==> src/rtl/lb_pkg.sv <==
package lb_pkg;
    localparam logic [2:0] OP_FLASH_TO_PORT = 3'b101;
    localparam logic [2:0] OP_FLASH_TO_BUF  = 3'b110;
    localparam logic [2:0] OP_BUF_TO_PORT   = 3'b111;
    localparam logic [31:0] DESYNC_WORD     = 32'h0000000D;

    typedef enum logic [1:0] {
        MODE_F2P,
        MODE_F2B,
        MODE_B2P
    } mode_e;

    typedef enum logic [2:0] {
        ST_IDLE,
        ST_HDR,
        ST_HDR_WAIT,
        ST_CHECK,
        ST_BODY,
        ST_DESYNC,
        ST_ACK_WAIT,
        ST_FIN
    } ld_state_e;

    typedef enum logic [2:0] {
        FW_IDLE,
        FW_REQ_HI,
        FW_WAIT_HI,
        FW_REQ_LO,
        FW_WAIT_LO
    } fw_state_e;
endpackage

==> src/rtl/lb_flash_word.sv <==
module lb_flash_word
    import lb_pkg::*;
#(
    parameter int AW = 24
) (
    input  logic          clk,
    input  logic          rst_n,
    input  logic          fetch,
    input  logic [AW-1:0] addr,
    output logic          fw_busy,
    output logic          flash_req,
    output logic [AW-1:0] flash_addr,
    input  logic          flash_valid,
    input  logic [15:0]   flash_data,
    output logic          word_valid,
    output logic [31:0]   word
);
    fw_state_e     st_q, st_d;
    logic [AW-1:0] addr_q;
    logic [15:0]   hi_q;

    always_ff @(posedge clk) begin
        if (!rst_n) st_q <= FW_IDLE;
        else        st_q <= st_d;
    end

    always_comb begin
        st_d = st_q;
        unique case (st_q)
            FW_IDLE:    if (fetch) st_d = FW_REQ_HI;
            FW_REQ_HI:  st_d = FW_WAIT_HI;
            FW_WAIT_HI: if (flash_valid) st_d = FW_REQ_LO;
            FW_REQ_LO:  st_d = FW_WAIT_LO;
            FW_WAIT_LO: if (flash_valid) st_d = FW_IDLE;
            default:    st_d = FW_IDLE;
        endcase
    end

    always_ff @(posedge clk) begin
        if (!rst_n) begin
            addr_q <= '0;
            hi_q   <= '0;
        end else begin
            if (st_q == FW_IDLE && fetch)      addr_q <= addr;
            if (st_q == FW_WAIT_HI && flash_valid) hi_q <= flash_data;
        end
    end

    always_comb begin
        fw_busy    = (st_q != FW_IDLE);
        flash_req  = (st_q == FW_REQ_HI) || (st_q == FW_REQ_LO);
        flash_addr = (st_q == FW_REQ_LO) ? addr_q + AW'(1) : addr_q;
        word_valid = (st_q == FW_WAIT_LO) && flash_valid;
        word       = {hi_q, flash_data};
    end
endmodule

==> src/rtl/lb_size_calc.sv <==
module lb_size_calc #(
    parameter int PTR_W = 24,
    parameter int CNT_W = 30,
    parameter int CAP   = 7363
) (
    input  logic             from_flash,
    input  logic [PTR_W-1:0] base,
    input  logic [31:0]      size_bytes,
    output logic [PTR_W-1:0] end_ptr,
    output logic [CNT_W-1:0] words,
    output logic             fits
);
    logic [PTR_W-1:0] span;

    always_comb begin
        words = size_bytes[31:2];
        if (from_flash) span = PTR_W'(size_bytes[31:1]) + PTR_W'(2);
        else            span = PTR_W'(size_bytes[31:2]) + PTR_W'(1);
        end_ptr = base + span;
        fits    = ({2'b00, words} <= (CNT_W+2)'(CAP));
    end
endmodule

==> src/rtl/lb_bitstream_loader.sv <==
module lb_bitstream_loader
    import lb_pkg::*;
#(
    parameter int FLASH_AW  = 24,
    parameter int BUF_AW    = 13,
    parameter int BUF_WORDS = 8064,
    parameter int RSV_BYTES = 2800
) (
    input  logic                clk,
    input  logic                rst_n,
    input  logic                start,
    input  logic [2:0]          op_sel,
    input  logic [FLASH_AW-1:0] img_addr,
    output logic                busy,
    output logic                done,
    output logic                error,
    output logic                flash_req,
    output logic [FLASH_AW-1:0] flash_addr,
    input  logic                flash_valid,
    input  logic [15:0]         flash_data,
    output logic                buf_rd_en,
    output logic [BUF_AW-1:0]   buf_rd_addr,
    input  logic [31:0]         buf_rd_data,
    output logic                buf_wr_en,
    output logic [BUF_AW-1:0]   buf_wr_addr,
    output logic [31:0]         buf_wr_data,
    output logic                cfg_en,
    output logic [31:0]         cfg_data,
    input  logic                cfg_ack
);
    localparam int PTR_W     = FLASH_AW;
    localparam int CNT_W     = 30;
    localparam int RSV_WORDS = RSV_BYTES / 4;
    localparam int CAP_WORDS = BUF_WORDS - RSV_WORDS - 1;

    ld_state_e        st_q, st_d;
    mode_e            mode_q;
    logic [PTR_W-1:0] base_q, ptr_q, end_q;
    logic [CNT_W-1:0] words_q, sunk_q;
    logic [31:0]      size_q;
    logic [BUF_AW-1:0] wr_ptr_q;
    logic             err_q, rd_q;

    logic             op_ok;
    mode_e            op_mode;
    logic             from_flash, to_port;
    logic             fw_fetch, fw_busy, fw_valid;
    logic [31:0]      fw_word;
    logic             src_valid;
    logic [31:0]      src_word;
    logic [PTR_W-1:0] sc_end;
    logic [CNT_W-1:0] sc_words;
    logic             sc_fits;
    logic             issue_ok;

    lb_flash_word #(.AW(FLASH_AW)) u_fw (
        .clk        (clk),
        .rst_n      (rst_n),
        .fetch      (fw_fetch),
        .addr       (ptr_q),
        .fw_busy    (fw_busy),
        .flash_req  (flash_req),
        .flash_addr (flash_addr),
        .flash_valid(flash_valid),
        .flash_data (flash_data),
        .word_valid (fw_valid),
        .word       (fw_word)
    );

    lb_size_calc #(.PTR_W(PTR_W), .CNT_W(CNT_W), .CAP(CAP_WORDS)) u_sc (
        .from_flash (from_flash),
        .base       (base_q),
        .size_bytes (size_q),
        .end_ptr    (sc_end),
        .words      (sc_words),
        .fits       (sc_fits)
    );

    always_comb begin
        op_ok   = 1'b1;
        op_mode = MODE_F2P;
        unique case (op_sel)
            OP_FLASH_TO_PORT: op_mode = MODE_F2P;
            OP_FLASH_TO_BUF:  op_mode = MODE_F2B;
            OP_BUF_TO_PORT:   op_mode = MODE_B2P;
            default:          op_ok   = 1'b0;
        endcase
    end

    assign from_flash = (mode_q != MODE_B2P);
    assign to_port    = (mode_q != MODE_F2B);
    assign src_valid  = from_flash ? fw_valid : rd_q;
    assign src_word   = from_flash ? fw_word  : buf_rd_data;
    assign issue_ok   = (ptr_q != end_q);

    // state register
    always_ff @(posedge clk) begin
        if (!rst_n) st_q <= ST_IDLE;
        else        st_q <= st_d;
    end

    // next state
    always_comb begin
        st_d = st_q;
        unique case (st_q)
            ST_IDLE:     if (start && op_ok) st_d = ST_HDR;
            ST_HDR:      st_d = ST_HDR_WAIT;
            ST_HDR_WAIT: if (src_valid) st_d = ST_CHECK;
            ST_CHECK:    st_d = (mode_q == MODE_F2B && !sc_fits) ? ST_FIN : ST_BODY;
            ST_BODY:     if (sunk_q == words_q) st_d = to_port ? ST_DESYNC : ST_FIN;
            ST_DESYNC:   st_d = ST_ACK_WAIT;
            ST_ACK_WAIT: if (cfg_ack) st_d = ST_FIN;
            ST_FIN:      st_d = ST_IDLE;
            default:     st_d = ST_IDLE;
        endcase
    end

    // outputs
    always_comb begin
        busy        = (st_q != ST_IDLE);
        done        = (st_q == ST_FIN);
        error       = (st_q == ST_FIN) && err_q;
        fw_fetch    = 1'b0;
        buf_rd_en   = 1'b0;
        buf_rd_addr = ptr_q[BUF_AW-1:0];
        buf_wr_en   = 1'b0;
        buf_wr_addr = wr_ptr_q;
        buf_wr_data = src_word;
        cfg_en      = 1'b0;
        cfg_data    = src_word;
        unique case (st_q)
            ST_HDR: begin
                if (from_flash) fw_fetch  = 1'b1;
                else            buf_rd_en = 1'b1;
            end
            ST_CHECK: begin
                if (mode_q == MODE_F2B && sc_fits) begin
                    buf_wr_en   = 1'b1;
                    buf_wr_data = size_q;
                end
            end
            ST_BODY: begin
                if (from_flash) fw_fetch  = issue_ok && !fw_busy;
                else            buf_rd_en = issue_ok;
                if (src_valid) begin
                    if (to_port) cfg_en    = 1'b1;
                    else         buf_wr_en = 1'b1;
                end
            end
            ST_DESYNC: begin
                cfg_en   = 1'b1;
                cfg_data = DESYNC_WORD;
            end
            default: ;
        endcase
    end

    // datapath
    always_ff @(posedge clk) begin
        if (!rst_n) begin
            mode_q   <= MODE_F2P;
            base_q   <= '0;
            ptr_q    <= '0;
            end_q    <= '0;
            words_q  <= '0;
            sunk_q   <= '0;
            size_q   <= '0;
            wr_ptr_q <= BUF_AW'(RSV_WORDS);
            err_q    <= 1'b0;
            rd_q     <= 1'b0;
        end else begin
            rd_q <= buf_rd_en;
            if (st_q == ST_IDLE && start && op_ok) begin
                mode_q   <= op_mode;
                base_q   <= img_addr;
                ptr_q    <= img_addr;
                sunk_q   <= '0;
                wr_ptr_q <= BUF_AW'(RSV_WORDS);
                err_q    <= 1'b0;
            end
            if (fw_fetch)  ptr_q <= ptr_q + PTR_W'(2);
            if (buf_rd_en) ptr_q <= ptr_q + PTR_W'(1);
            if (st_q == ST_HDR_WAIT && src_valid) size_q <= src_word;
            if (st_q == ST_CHECK) begin
                end_q   <= sc_end;
                words_q <= sc_words;
                if (mode_q == MODE_F2B && !sc_fits) err_q <= 1'b1;
            end
            if (st_q == ST_BODY && src_valid) sunk_q <= sunk_q + CNT_W'(1);
            if (buf_wr_en) wr_ptr_q <= wr_ptr_q + BUF_AW'(1);
        end
    end
endmodule

==> config.mk <==
export PLATFORM = sky130hd
export DESIGN_NAME = lb_bitstream_loader
export DESIGN_NICKNAME = d
export VERILOG_FILES = /design/src/rtl/lb_pkg.sv /design/src/rtl/lb_flash_word.sv /design/src/rtl/lb_size_calc.sv /design/src/rtl/lb_bitstream_loader.sv
export SDC_FILE = /design/constraint.sdc
export NUM_CORES = 1
export LEC_CHECK = 0
export BUFFER_PORTS_ARGS = -buffer_cell sky130_fd_sc_hd__buf_2
export CELL_PAD_IN_SITES_DETAIL_PLACEMENT = 1
export CELL_PAD_IN_SITES_GLOBAL_PLACEMENT = 1
export CORE_MARGIN = 8
export CORE_UTILIZATION = 40
export DETAILED_ROUTE_END_ITERATION = 8
export HOLD_SLACK_MARGIN = 0.03
export MAX_ROUTING_LAYER = met4
export PLACE_DENSITY_LB_ADDON = 0.2
export SYNTH_ARGS = -nofsm -noshare
export SYNTH_HDL_FRONTEND = slang
export SYNTH_SLANG_ARGS = --single-unit
==> constraint.sdc <==
create_clock -name clk -period 6.3 [get_ports clk]
set_input_delay 0.63 -clock clk [delete_from_list [all_inputs] [get_ports clk]]
set_output_delay 0.63 -clock clk [all_outputs]
set_load 0.01 [all_outputs]
Yosys cells after proc, flatten, opt, wreduce, memory -nomap -nowiden. Index checks and enable logic that the tools add are counted.

Register bits: 227. Word-level logic and storage cells: 117. Input port bits: 80. Output and inout bits: 121.

$add $sub $neg: 8. Muxes and demuxes: 43. Reductions and logical operators: 25. $lt $le $gt $ge: 1. Equality and inequality tests: 26.

Operator list (number): 2-to-1 mux 32 bit (4); 2-to-1 mux 24 bit (5); adder 24 x 1 -> 24 bit, second input constant (3); 2-to-1 mux 30 bit (2); adder 24 x 2 -> 24 bit, second input constant (2); adder 30 x 1 -> 30 bit, second input constant (1); equality test 30 bit (1); <= comparator 30 x 13 -> 1 bit, second input constant (1); 2-to-1 mux 13 bit (2); adder 24 bit (1); equality test 3 bit, second input constant (8); != test 24 bit (1); case mux 3 bit (8 select lines) (1); 2-to-1 mux 3 bit (7); case mux 3 bit (5 select lines) (1); 2-to-1 mux 1 bit (14); != test 2 bit, second input constant (7); adder 13 x 1 -> 13 bit, second input constant (1); equality test 3 x 2 -> 1 bit, second input constant (4); logical AND 1 bit (12); nonzero test 3 bit (3); case mux 1 bit (2 select lines) (4); equality test 3 x 1 -> 1 bit, second input constant (2); logical NOT 3 bit (2); other kinds (10) (14).

Longest topological paths before layout. Gate-level depths: netlist of run 1.

Depth in word-level cells: 7. Depth in mapped cells: 18. Gate-level depth less buffers: 17.

By module. A second synthesis of run 1 with hierarchy kept.

Cell total of the unflattened synthesis: 1897. Area total of the unflattened synthesis: 14392.6 µm².

Modules (own cells, without submodules): lb_bitstream_loader (area an instance 9636.7 µm², cells each 1256, instances 1, sequential area each 3683.5 µm²); lb_size_calc (area an instance 2471.1 µm², cells each 358, instances 1, sequential area each 0.0 µm²); lb_flash_word (area an instance 2284.7 µm², cells each 283, instances 1, sequential area each 860.8 µm²).

Least setup slack after synthesis of run 1. OpenSTA, ideal clock, no wires.

Path kind: register -> register. Start point: reg mode_q[0]. End point: reg end_q[20]. Cell stages (with the launch flop): 17. Required time: 6.168 ns. Period minus slack after synthesis: 3.648 ns. Setup slack: 2.652 ns. Arrival time: 3.516 ns. Buffers on the path: 3. Library setup time: 0.132 ns. Path through: dfxtp_1 and2b_1 clkbuf_1 clkbuf_1 buf_1 nor3_1 o21ai_0 nand2_1 ha_1 a21o_1 a21oi_1 a31oi_1 o31ai_1 nor3_1 or4_1 nand3_1 a21oi_1.

Longest elaborated chain between the ends: 3.

RTL lines: start: declaration (RTL line lb_bitstream_loader.sv:37) `mode_e mode_q;`; start signal: assignment (RTL line lb_bitstream_loader.sv:174) `mode_q <= op_mode;`; != test 2 bit (RTL line lb_bitstream_loader.sv:90) `assign from_flash = (mode_q != MODE_B2P);`; 2-to-1 mux 24 bit (RTL line lb_size_calc.sv:17) `if (from_flash) span = PTR_W'(size_bytes[31:1]) + PTR_W'(2);`; adder 24 bit (RTL line lb_size_calc.sv:19) `end_ptr = base + span;`; end signal: assignment (RTL line lb_bitstream_loader.sv:185) `end_q <= sc_end;`; end: declaration (RTL line lb_bitstream_loader.sv:38) `logic [PTR_W-1:0] base_q, ptr_q, end_q;`.

No other way between the ends. A chain may end at the register's enable or synchronous reset.

Worst setup path in the final report of run 1.
Start point: reg st_q[2]. End point: out buf_wr_en.

Longest elaborated chain between the ends: 2. Elaborated cells on any way between the ends: 3. Those cells by class: 2 x eq/ne; 1 x mux.

RTL lines: start: declaration (RTL line lb_bitstream_loader.sv:36) `ld_state_e st_q, st_d;`; start signal: assignment (RTL line lb_bitstream_loader.sv:99) `else st_q <= st_d;`; equality test 3 bit / equality test 3 x 2 -> 1 bit (equally long branches) (RTL line lb_bitstream_loader.sv:131) `unique case (st_q)`; case mux 1 bit (2 select lines) * (RTL line lb_bitstream_loader.sv:131); end: declaration (RTL line lb_bitstream_loader.sv:24) `output logic buf_wr_en,`.

Mark *: on every way between the ends. The rest lies on a longest branch, timed or not.

==> results.cfg, run 1 <==
[run_status]
outcome = completed

[detailed_routing]
drc_errors = 0
wirelength_mm = 49.46
vias = 13901
first_iter_violations = 963
detail_route.first_pass.iterations = 5
final_antenna_net_count = 0
viasPerCell = 5.778
wire_per_inst_um = 20.56

[timing]
finalCritPeriodShare = 0.7175
fin_hold_ws_ns = 0.3438
finClkSkew_ns = 0.009768
tightest_slew_ns = 1.163
setup_viol = 0
drv_slew = 0
tns_ns = 0
slew_headroom = 0.2248
hold_violations = 0
clock.fmax_mhz = 221.2
min_period_ns = 4.520
rsz0062_at_grt = no

[logic_synthesis]
synth_area_leaders = dfxtp_1, nand2_1, a21oi_1
synth_edf_count = 0
seq_area_frac_synth = 0.3293
synth_flop_cell = dfxtp_1
synth_top_family_by_area = simple AND/OR/NAND/NOR gates
synthesis.area_um2 = 13800
synth-compound-area-share = 0.1940
ys_types = 86
synthAdderAreaFrac = 0.03137
netlist.area_leader.share = 0.3293
syn-instance-count = 1839
syn_area_per_cell_um2 = 7.503
synth-seq-cells = 227
syn_nets = 1953
yosysTopAreaCell = dfxtp_1
yosys.area_share.simple = 0.2678
yosysWarnings = 0
muxShareOfSynthArea = 0.05259
synth-xor-area-share = 0.06837
async_reset_ff_frac = 0

[setup_path]
path_max_fanout = 60
crit_path_end = buf_wr_en
reg2reg_to = end_q[20]
start_kind = flip-flop
critical_path_class = reg2out
reg2reg_from = mode_q[0]
critical_path.endpoint_type = primary output
worst_ep_required_time_ns = 5.67
reg2regPathDepth = 14
rrSetupSlack_ns = 2.15
crit_path_start = st_q[2]
arrival_ns = 3.89

[die]
core_area_um2 = 34290
boundaryPins = 201
initial_utilization = 0.4024
rows = 68
die_area_um2 = 40700
dieWidth_um = 201.7
die_h_um = 201.7

[layout]
fillerInstances = 4346
antenna_cells = 0
drive_gt1_frac = 0.1486
layoutNonFillerInstCount = 2406
fin_area_um2 = 15620
syn_to_final_growth_pct = 13.21
seq_area_um2 = 4544
nets = 2046
multi_input_area_um2 = 8498

[worst_hold_path]
hold_depth = 3
hold_path_class = in2reg
hold_start = flash_data[12]

[clock_network]
clk_latency_ns = 0.54
root_buffer = clkbuf_16
clkSlewWorstSetupHoldPaths_ns = 0.06
post_cts_buffers = 0
cts_tree = yes
htree_levels = 1
cts-resized-gates = 0
clockBufferDepth = 3
numClockSinks = 227
numCtsBuffers = 26
ctsHoldBuffers = 0

[placement]
place_area_um2 = 14780
dp_hpwl_mm = 36.93
placed_cells = 2359
port_buffers = 200
gp_congestion = 0.8748

[global_route]
antenna_found_initial = 0
overflow = 0
grt_max_degree = 124
grt_pass1_wl_mm = 78.36
first_global_vias = 14013
grt_usage = 0.2397

[power]
swShare = 0.3613
power_frac_clock = 0.337
power_mw = 4.478
irDropWorstVdd_mv = 0.1960
p_leak_nw = 6.244
cellInternalPower_mw = 2.860
p_sw_mw = 1.618
pwr-share-seq = 0.399
p_per_area_nw_per_um2 = 286.6
combPwrFrac = 0.264

[flow_run]
maxCapViolations = 0
==> area by class of cell <==
type | count | share of cell area
inverter | 20 | 0.005206
clock buffer | 39 | 0.04862
multi-input combinational | 1446 | 0.5440
timing repair buffer | 211 | 0.06936
tap | 455 | 0.03644
clock inverter | 8 | 0.005447
sequential | 227 | 0.2909
==> power groups by stage <==
stage	Combinational [mW]	Sequential (mW)	Clock, mW
final	1.18	1.79	1.51
after global routing	1.29	1.80	1.59
after CTS	1.18	1.78	1.54
after detailed placement	1.18	1.81	0
after global placement	1.15	1.80	0
after floorplan	0.972	1.64	0
==> critical path, cell delays in order, from the launching register on <==
cell,delay (ns)
dfxtp_1,0.60
nand3b_1,0.17
buf_4,0.53
nand2b_1,0.19
a2111o_1,0.72
and2_1,0.53
clkinv_2,0.34
buf_2,0.24
==> worst min-delay path by stage <==
stage | end | slack [ns]
3_5_place_dp | buf_wr_addr[12] | 0.45
6_report | u_fw.hi_q[12] | 0.34
2_1_floorplan | err_q | 0.43
5_1_grt | u_fw.hi_q[15] | 0.34
4_1_cts | u_fw.hi_q[12] | 0.32
3_3_place_gp | buf_wr_addr[12] | 0.43
==> metrics by stage <==
| step | worst slack (ns) | utilization |
|---|---|---|
| 6_report | 1.780 | 0.4556 |
| 5_1_grt | 1.488 | 0.4556 |
| 4_1_cts | 1.767 | 0.4556 |
| 3_5_place_dp | 2.190 | 0.4310 |
| 3_3_place_gp | 2.298 | 0.4310 |
| 2_1_floorplan | 2.652 | - |
==> cells in the final DEF (no fill, tap or decap), types with 12 or more instances in the layout <==
cell type  instances
a211oi_1          40
a21oi_1          189
a31oi_1           19
and2_1            14
and3_1            23
buf_2            200
clkbuf_16         26
dfxtp_1          227
ha_1              33
inv_1             18
mux2i_1           62
nand2_1          306
nand3_1           62
nand4_1           38
nor2_1           235
nor3_1            29
nor4_1            15
o211ai_1          13
o21ai_0           75
or3_1             12
xnor2_1           62
xor2_1            42
==> per-layer routing <==
metal  vias up  track usage  part of all wire
li1       6650            -                 -
met1      6838       0.3320              0.49
met2       355       0.3722              0.45
met3        58      0.02814             0.047
met4         0      0.04983             0.016
met5         -            -                 0
==> state kept, by name (all words and copies together) (netlist names), 16 cells and up <==
signal and count:
u_fw.addr_q 24, ptr_q 24, words_q 30, base_q 24, u_fw.hi_q 16, size_q 32
sunk_q 30, end_q 24
==> cell families (layout without fill, tap and decap cells) <==
logic type | after synthesis | count (layout)
multiplexers | 71 | 71
adder cells (fa/ha/maj) | 34 | 34
XOR/XNOR | 106 | 106
flip-flops | 227 | 227
AND/OR/NAND/NOR | 802 | 802
buffers and inverters | 166 | 278
AO/OA/AOI/OAI | 433 | 433
==> cells in the mapped netlist, types with 8 or more instances <==
master / count
clkbuf_1: 87
inv_1: 19
and2_1: 14
nor3_1: 29
nand4_1: 38
a221oi_1: 8
nand2_1: 306
and4_1: 9
xnor2_1: 62
nand2b_1: 12
dfxtp_1: 227
nor2_1: 236
mux2i_1: 62
nor2b_1: 9
buf_2: 20
buf_4: 23
buf_1: 10
a21oi_1: 189
o21ai_0: 75
nand3_1: 62
or3_1: 12
nor4_1: 15
o211ai_1: 13
a21o_1: 10
ha_1: 33
and3_1: 23
xor2_1: 42
a31oi_1: 19
a211oi_1: 40
(Power assumes the default switching activity.)
==> run 2, diff against run 1 <==
--- a/config.mk
+++ b/config.mk
@@ -9,7 +9,7 @@
 export CELL_PAD_IN_SITES_DETAIL_PLACEMENT = 1
 export CELL_PAD_IN_SITES_GLOBAL_PLACEMENT = 1
 export CORE_MARGIN = 8
-export CORE_UTILIZATION = 40
+export CORE_UTILIZATION = 38
 export DETAILED_ROUTE_END_ITERATION = 8
 export HOLD_SLACK_MARGIN = 0.03
 export MAX_ROUTING_LAYER = met4
==> constraint.sdc (replaced) <==
create_clock -name clk -period 4 [get_ports clk]
set_input_delay 0.4 -clock clk [delete_from_list [all_inputs] [get_ports clk]]
set_output_delay 0.4 -clock clk [all_outputs]
set_load 0.01 [all_outputs]
==> run 2 against run 1 <==
Register-to-register slack lost 1.9 ns. Highest routed layer unchanged. Wire length grew 3.3%. Cell area is 1.9% higher. Largest cell class unchanged. Clock skew rose by 0.0086 ns. Sequential share of layout area decreased by 0.55 points. Count of clock-buffer cells in the layout down 3. Power increased by 61%. Critical endpoint is now end_q[20].
==> results.cfg, run 2 (same netlist as run 1, synthesis figures left out) <==
[run_status]
outcome = completed

[global_route]
overflow = 0
antenna_found_initial = 0
grt_usage = 0.2405
grt_pass1_wl_mm = 80.16
grt_max_degree = 94
first_global_vias = 14236

[timing]
finClkSkew_ns = 0.01833
hold_violations = 0
slew_headroom = 0.1828
drv_slew = 0
setup_viol = 0
tns_ns = 0
clock.fmax_mhz = 268.1
min_period_ns = 3.729
tightest_slew_ns = 1.226
finalCritPeriodShare = 0.9324
rsz0062_at_grt = no

[layout]
fillerInstances = 4459
antenna_cells = 0
syn_to_final_growth_pct = 15.41
regMostFlops = size_q
layout.cells.most_common = nand2_1
final_cell_mix = nand2_1, nor2_1, dfxtp_1
seq_area_um2 = 4544
multi_input_area_um2 = 8501
final_util = 0.4466
top_regs = size_q: 32 flops, sunk_q: 30 flops, words_q: 30 flops
largest_reg_flops = 32
nets = 2076
drive_gt1_frac = 0.1650

[setup_path]
critical_path_class = reg2reg
path_max_fanout = 5
arrival_ns = 4.13
worst_ep_required_time_ns = 4.40
critical_path.endpoint_type = flip-flop
start_kind = flip-flop

[clock_network]
clockBufferDepth = 3
ctsHoldBuffers = 0
clkSlewWorstSetupHoldPaths_ns = 0.06
post_cts_buffers = 0
numCtsBuffers = 27
cts_tree = yes
numClockSinks = 227
htree_levels = 1
cts-resized-gates = 0
clk_latency_ns = 0.55
root_buffer = clkbuf_16

[worst_hold_path]
hold_path_class = in2reg

[power]
irDropWorstVdd_mv = 0.2938
p_per_area_nw_per_um2 = 453.8
p_leak_nw = 6.444

[detailed_routing]
first_iter_violations = 940
final_antenna_net_count = 0
viasPerCell = 5.677
detail_route.first_pass.iterations = 5
vias = 13869
wirelength_mm = 51.11
drc_errors = 0
wire_per_inst_um = 20.92

[placement]
gp_congestion = 0.8787
dp_hpwl_mm = 38.86
port_buffers = 200

[die]
dieWidth_um = 206.6
die_h_um = 206.6
initial_utilization = 0.3870
rows = 69
boundaryPins = 201
die_area_um2 = 42670
core_area_um2 = 35660

[flow_run]
maxCapViolations = 0
## run 2: per-layer routing
metal | part of all wire | GRT usage
met4 | 0.018 | 0.05397
met2 | 0.45 | 0.3764
met1 | 0.48 | 0.3263
met5 | 0 | -
met3 | 0.051 | 0.03324
## run 2: cell type report
| cell class | count | share of cell area |
|---|---|---|
| well taps | 461 | 0.03622 |
| clock inverters | 13 | 0.008014 |
| flip-flops and latches | 227 | 0.2854 |
| multi-input cells | 1446 | 0.5338 |
| inverters | 20 | 0.005107 |
| repair buffers | 240 | 0.08250 |
| clock buffers | 36 | 0.04895 |
## run 2: worst paths after layout
| kind | start | end | slack [ns] | cells after the start |
|---|---|---|---|---|
| setup / recovery | size_q[2] | end_q[20] | 0.27 | 17 |
| hold / removal | flash_data[15] | u_fw.hi_q[15] | 0.11 | 3 |
| setup reg to reg | size_q[2] | end_q[20] | 0.27 | 17 |
| hold reg to reg | u_fw.hi_q[15] | u_fw.hi_q[15] | 0.46 | 2 |
## run 2: worst max-delay path, cell delays in order, from the launching register on
cell and delay (ns):
dfxtp_1 0.38, ha_1 0.29, and2_1 0.24, and3_1 0.29, nand3_1 0.17, nor2_1 0.23, xor2_1 0.16, nand2_1 0.06
o21ai_0 0.08, ha_1 0.29, inv_1 0.09, nor2_1 0.07, a41oi_1 0.21, o21a_1 0.21, o21ai_0 0.14, or4_1 0.49
nand3_1 0.10, a21oi_1 0.06
## run 2: where the power goes
part | leakage (nW) | switching, mW | internal, mW
Sequential | 1.83 | 0.338 | 2.43
Combinational | 4.16 | 1.20 | 0.726
Clock | 0.450 | 1.04 | 1.49
## run 2: through the flow
step                      hold slack [ns]  area, um^2  setup slack (ns)  total power [mW]  std cells
after floorplan                    0.4317       13800            0.3515             4.121       1839
after global placement             0.4427       15010            0.4021             4.688       2394
after detailed placement           0.4501       15010            0.2878             4.733       2394
after CTS                         0.08796       15920            0.2593             7.265       2443
after global routing              0.09014       15920          0.002983             7.567       2443
final                              0.1090       15920            0.2706             7.227       2443
